--- config.mk ---
export PLATFORM = sky130hd
export DESIGN_NAME = sgp_gate
export DESIGN_NICKNAME = d
export VERILOG_FILES = /design/src/rtl/sgp_pkg.sv /design/src/rtl/sgp_prot_store.sv /design/src/rtl/sgp_scope.sv /design/src/rtl/sgp_id_mux.sv /design/src/rtl/sgp_gate.sv
export SDC_FILE = /design/constraint.sdc
export NUM_CORES = 1
export LEC_CHECK = 0
export ABC_AREA = 1
export BUFFER_PORTS_ARGS = -buffer_cell sky130_fd_sc_hd__buf_2
export CORE_UTILIZATION = 50
export DETAILED_ROUTE_END_ITERATION = 6
export PLACE_DENSITY_LB_ADDON = 0.05
export SYNTH_ARGS = -nofsm -noshare
export SYNTH_HDL_FRONTEND = slang
export SYNTH_HIERARCHICAL = 1
export SYNTH_SLANG_ARGS = --single-unit
--- constraint.sdc ---
create_clock -name clk -period 1.7 [get_ports clk]
set_clock_uncertainty 0.05 [all_clocks]
set_input_delay 0 -clock clk [delete_from_list [all_inputs] [get_ports clk]]
set_output_delay 0 -clock clk [all_outputs]
set_load 0.05 [all_outputs]
--- src/rtl/sgp_pkg.sv ---
package sgp_pkg;
    localparam int unsigned ADDR_W    = 21;
    localparam int unsigned SECT_BITS = 5;
    localparam int unsigned GRP_BITS  = 3;
    localparam int unsigned N_SECT    = 1 << SECT_BITS;
    localparam int unsigned N_GRP     = 1 << GRP_BITS;
    localparam int unsigned SECT_PER_GRP = N_SECT / N_GRP;
    localparam int unsigned ID_W      = 8;
    localparam int unsigned ASEL_GATE_BIT = 6;
    localparam logic [ID_W-1:0] ID_MFR  = 8'h01;
    localparam logic [ID_W-1:0] ID_DEV  = 8'h3D;
    localparam logic [ID_W-1:0] ID_PROT = 8'h01;

    typedef enum logic [1:0] {
        K_PROG   = 2'b00,
        K_SERASE = 2'b01,
        K_CERASE = 2'b10,
        K_NONE   = 2'b11
    } req_kind_e;

    typedef enum logic [0:0] {
        ST_GUARD = 1'b0,
        ST_OPEN  = 1'b1
    } gate_state_e;

    // Expand one bit per group into one bit per sector.
    function automatic logic [N_SECT-1:0] grp_to_sect(input logic [N_GRP-1:0] g);
        logic [N_SECT-1:0] s;
        for (int i = 0; i < N_SECT; i++) begin
            s[i] = g[i / SECT_PER_GRP];
        end
        return s;
    endfunction
endpackage

--- src/rtl/sgp_prot_store.sv ---
module sgp_prot_store
    import sgp_pkg::*;
(
    input  logic             clk,
    input  logic             rst_n,
    input  logic             load_en,
    input  logic [N_GRP-1:0] load_mask,
    output logic [N_GRP-1:0] prot_q
);
    always_ff @(posedge clk or negedge rst_n) begin
        if (!rst_n) begin
            prot_q <= '0;
        end else if (load_en) begin
            prot_q <= load_mask;
        end
    end
endmodule

--- src/rtl/sgp_scope.sv ---
module sgp_scope
    import sgp_pkg::*;
(
    input  logic [1:0]        kind,
    input  logic [ADDR_W-1:0] addr,
    input  logic [N_SECT-1:0] sel,
    input  logic [N_GRP-1:0]  eff_prot,
    output logic [N_SECT-1:0] allowed,
    output logic              dropped
);
    logic [SECT_BITS-1:0] sect_idx;
    logic [N_SECT-1:0]    want;
    logic [N_SECT-1:0]    blocked;

    assign sect_idx = addr[ADDR_W-1 -: SECT_BITS];
    assign blocked  = grp_to_sect(eff_prot);

    always_comb begin
        want = '0;
        unique case (req_kind_e'(kind))
            K_PROG:   want[sect_idx] = 1'b1;
            K_SERASE: want = sel;
            K_CERASE: want = '1;
            K_NONE:   want = '0;
        endcase
    end

    assign allowed = want & ~blocked;
    assign dropped = |(want & blocked);
endmodule

--- src/rtl/sgp_id_mux.sv ---
module sgp_id_mux
    import sgp_pkg::*;
(
    input  logic              asel,
    input  logic [ADDR_W-1:0] addr,
    input  logic [N_GRP-1:0]  prot,
    output logic [ID_W-1:0]   id
);
    logic [GRP_BITS-1:0] grp_idx;
    assign grp_idx = addr[ADDR_W-1 -: GRP_BITS];

    always_comb begin
        id = '0;
        if (asel && !addr[ASEL_GATE_BIT]) begin
            unique case (addr[1:0])
                2'b00:   id = ID_MFR;
                2'b01:   id = ID_DEV;
                2'b10:   id = prot[grp_idx] ? ID_PROT : '0;
                default: id = '0;
            endcase
        end
    end
endmodule

--- src/rtl/sgp_gate.sv ---
module sgp_gate
    import sgp_pkg::*;
(
    input  logic                clk,
    input  logic                rst_n,
    input  logic                req_valid,
    input  logic [1:0]          req_kind,
    input  logic [ADDR_W-1:0]   req_addr,
    input  logic [N_SECT-1:0]   req_sectors,
    input  logic                hv_unlock,
    input  logic                prot_load,
    input  logic [N_GRP-1:0]    prot_mask,
    input  logic                asel_mode,
    output logic                grant,
    output logic                reject,
    output logic [N_SECT-1:0]   grant_sectors,
    output logic [ID_W-1:0]     id_byte
);
    gate_state_e       state_q, state_d;
    logic [N_GRP-1:0]  prot_q;
    logic [N_GRP-1:0]  eff_prot;
    logic [N_SECT-1:0] allowed;
    logic              dropped;
    logic              load_ok;

    // State register
    always_ff @(posedge clk or negedge rst_n) begin
        if (!rst_n) state_q <= ST_GUARD;
        else        state_q <= state_d;
    end

    // Next state
    always_comb begin
        state_d = state_q;
        unique case (state_q)
            ST_GUARD: if (hv_unlock)  state_d = ST_OPEN;
            ST_OPEN:  if (!hv_unlock) state_d = ST_GUARD;
        endcase
    end

    assign load_ok  = prot_load && (state_q == ST_GUARD);
    assign eff_prot = (state_q == ST_OPEN) ? '0 : prot_q;

    sgp_prot_store u_store (
        .clk       (clk),
        .rst_n     (rst_n),
        .load_en   (load_ok),
        .load_mask (prot_mask),
        .prot_q    (prot_q)
    );

    sgp_scope u_scope (
        .kind     (req_kind),
        .addr     (req_addr),
        .sel      (req_sectors),
        .eff_prot (eff_prot),
        .allowed  (allowed),
        .dropped  (dropped)
    );

    sgp_id_mux u_id (
        .asel (asel_mode),
        .addr (req_addr),
        .prot (prot_q),
        .id   (id_byte)
    );

    // Output register
    always_ff @(posedge clk or negedge rst_n) begin
        if (!rst_n) begin
            grant         <= 1'b0;
            reject        <= 1'b0;
            grant_sectors <= '0;
        end else if (req_valid) begin
            grant         <= |allowed;
            reject        <= dropped;
            grant_sectors <= allowed;
        end else begin
            grant         <= 1'b0;
            reject        <= 1'b0;
            grant_sectors <= '0;
        end
    end
endmodule

==> impl_metrics.csv <==
group,metric,value,unit
global_routing,grt_util_all_layers,24.6,%
clocking,clockRootBuffer,"clkbuf_8",
placed_design,dp_hpwl,5630,um
pwr,power.density,738,mW/mm2
pwr,vdd_ir_drop_max,0.413,mV
floorplanning,core_area,0.00589,mm2
finish,layout-drive-gt1-share,21.3,%
global_routing,grt_pass1_wl,12300,um
floorplanning,die_y,79.9,um
floorplanning,die_x,79.9,um
worst_setup_path,crit_path_end_kind,"register",
worst_setup_path,r2r-start,"state_q",
worst_setup_path,crit_type,"reg2reg",
clocking,clock_path_buffers,2,
worst_setup_path,cp_max_fo,9,
global_routing,grt_max_degree,35,
sta,fin_crit_sh,90.8,%
drt,routedWlPerCell,10.7,um
sta,holdWs,0.0101,ns
floorplanning,dieArea,0.00638,mm2
drt,via_per_inst,4.73,
worst_setup_path,slowest_stage,"dfrtp_2",
worst_setup_path,start_kind,"register",
placed_design,routabilityCongestion,0.892,
clocking,htree_levels,2,
worst_setup_path,arrival,1.68,ns
sta,max_slew_margin,55.3,%
clocking,clkTransAtPathRegs,0.08,ns
min_path,hold_class,"in2reg",
sta,hold_violations,0,
finish,antenna_cells,0,
worst_setup_path,path_buf_inv,1,
clocking,insertion_delay,0.29,ns
global_routing,grt_pass1_vias,2847,
pwr,leakagePower,2.40,nW
worst_setup_path,crit_required,1.84,ns
drt,vias,3236,
drt,ant_nets,0,
placed_design,placedCellCount,667,
finish,area_growth,23.3,%
floorplanning,start_util,51.5,%
worst_setup_path,crit_top_cell,"nor2_1",
clocking,cts_tree,"built",
placed_design,dpl_cell_area,0.00355,mm2
finish,final_cell_area,0.00374,mm2
logic_synthesis,synth_seq_cells,43,
sta,maxSlewViolCount,0,
finish,stdcell_count,684,
worst_setup_path,r2r_setup_slack,0.16,ns
global_routing,overflow,0,
logic_synthesis,ys_seq_area_share,35.5,%
sta,rsz0062_at_grt,"false",
drt,dr.first_iter.drc_count,193,
worst_setup_path,crit_path_cell_trace,"nor2_1 -> buf_4 -> nor2_1 -> nor2_1 -> nand2_1 -> nor2_1 -> nand2_1 -> nor2_1 -> nor2_1",
sta,setup_tns,0,ns
min_path,min_from,"prot_load",
clocking,cts_setup_buffers,0,
floorplanning,fp-row-count,28,
sta,final.min_clock_period,1.54,ns
logic_synthesis,syn_inst,513,
job,drv_cap,0,
placed_design,port-buffer-count,94,
worst_setup_path,rr_worst_depth,9,
clocking,cts.sinks,43,
worst_setup_path,r2r-end,"grant",
logic_synthesis,synth_cell_types,20,
clocking,numCtsBuffers,5,
worst_setup_path,critPathMaxStageDelay,0.47,ns
floorplanning,ioPinCount,111,
sta,worstMarginPinSlew,0.671,ns
worst_setup_path,cpLargestDelayFamily,"simple AND/OR/NAND/NOR gates",
drt,dr.pass1.iters,4,
drt,routed_wl,7310,um
min_path,hold_end,"u_store/prot_q[5]",
drt,drcViolationCount,0,
min_path,holdPathStages,5,
logic_synthesis,syn-cell-area,0.00303,mm2
outcome,status,"finished, final reports clean",
finish,nFillCells,584,
sta,finalSetupViolations,0,
logic_synthesis,synth_warnings,6,
global_routing,grt_antenna_before_repair,0,
finish,final_nets,678,
logic_synthesis,syn_area_per_cell,5.91,um2
sta,fmax,648,MHz
cell usage in the layout, fill, tap and decap left out, types with 2 or more instances in the layout:
cell / synthesis / final
nand2_1: 216 / 216
buf_2: 21 / 94
buf_4: 9 / 15
dlygate4sd3_1: 0 / 10
nand3_2: 2 / 2
o21ai_1: 2 / 2
inv_1: 56 / 56
dfrtp_1: 43 / 42
conb_1: 1 / 3
nand3_1: 55 / 55
clkbuf_8: 0 / 6
o21ai_0: 13 / 13
nor2_2: 2 / 2
inv_2: 5 / 5
nor2_1: 80 / 80
cell type report:
type	count	area [um2]	area share, %
Sequential cell	43	1080	28.8
Multi-Input combinational cell	378	1550	41.4
Inverter	61	229	6.12
Timing Repair Buffer	120	703	18.8
Clock buffer	6	82.6	2.21
Clock inverter	1	5.00	0.134
Tap cell	75	93.8	2.51
worst register-to-register path: cells and delay by family (launching register included):
kind | cells | cell delay (ns)
buffers and inverters | 1 | 0.18
flip-flops | 1 | 0.47
AND/OR/NAND/NOR | 8 | 0.73
cell families (layout without fill, tap and decap cells):
logic type,count (synthesis),count (layout),share of synthesized area [%]
buf+inv,94,188,13.9
other cells,1,3,0.124
flops,43,43,35.5
compound gates,16,16,2.76
simple gates,359,359,47.8
metal layers:
| layer | vias up | track usage, % | routed length, um |
|---|---|---|---|
| met5 | - | 0 | 0 |
| met4 | 0 | 7.86 | 128 |
| met3 | 12 | 5.14 | 365 |
| met2 | 89 | 42.3 | 3450 |
| met1 | 1416 | 30.6 | 3360 |
| li1 | 1719 | - | - |
report_power, final:
part	internal (mW)	switching [mW]	leakage, nW
logic	0.298	0.671	1.79
clock network	0.319	0.337	0.0470
registers	1.10	0.0334	0.553
registers in the layout, summed over array words and instances (netlist names):
register	flops
grant_sectors	32
reject	1
u_store/prot_q	8
grant	1
state_q	1
through the flow:
stage | setup slack, ns | power, mW | utilization [%]
detailed placement | 0.148 | 2.11 | 60.3
finish | 0.157 | 2.76 | 63.5
CTS | 0.137 | 2.79 | 63.5
global placement | 0.167 | 2.10 | 60.3
floorplan | 0.230 | 1.85 | -
global route | 0.0111 | 2.94 | 63.5
Yosys cell counts:
cell type	instances	area, um2
nand2_1	216	811
nor2_1	80	300
inv_1	56	210
nand3_1	55	275
dfrtp_1	43	1080
buf_2	21	105
o21ai_0	13	65.1
buf_4	9	67.6
inv_2	5	18.8
clkbuf_1	2	7.51
nand3_2	2	20.0
nor2_2	2	12.5
o21ai_1	2	10.0
a21oi_2	1	8.76
buf_6	1	11.3
conb_1	1	3.75
nand3b_1	1	7.51
nor2_4	1	11.3
nor3_1	1	5.00
or2_0	1	6.26
how the worst max path moves through the flow:
stage	to	slack [ns]	depth (start not counted)	start
global placement	grant	0.17	9	state_q
global route	grant	0.01	9	state_q
detailed placement	grant	0.15	9	state_q
CTS	grant	0.14	9	state_q
finish	grant	0.16	9	state_q
floorplan	grant	0.23	10	state_q
timing repair:
action / CTS / global route
resized for setup: 0 / 1
setup endpoints to repair: 0 / 2
hold buffers: 10 / 0
endpoints found under the hold margin: 36 / 0
(Power assumes the default switching activity.)
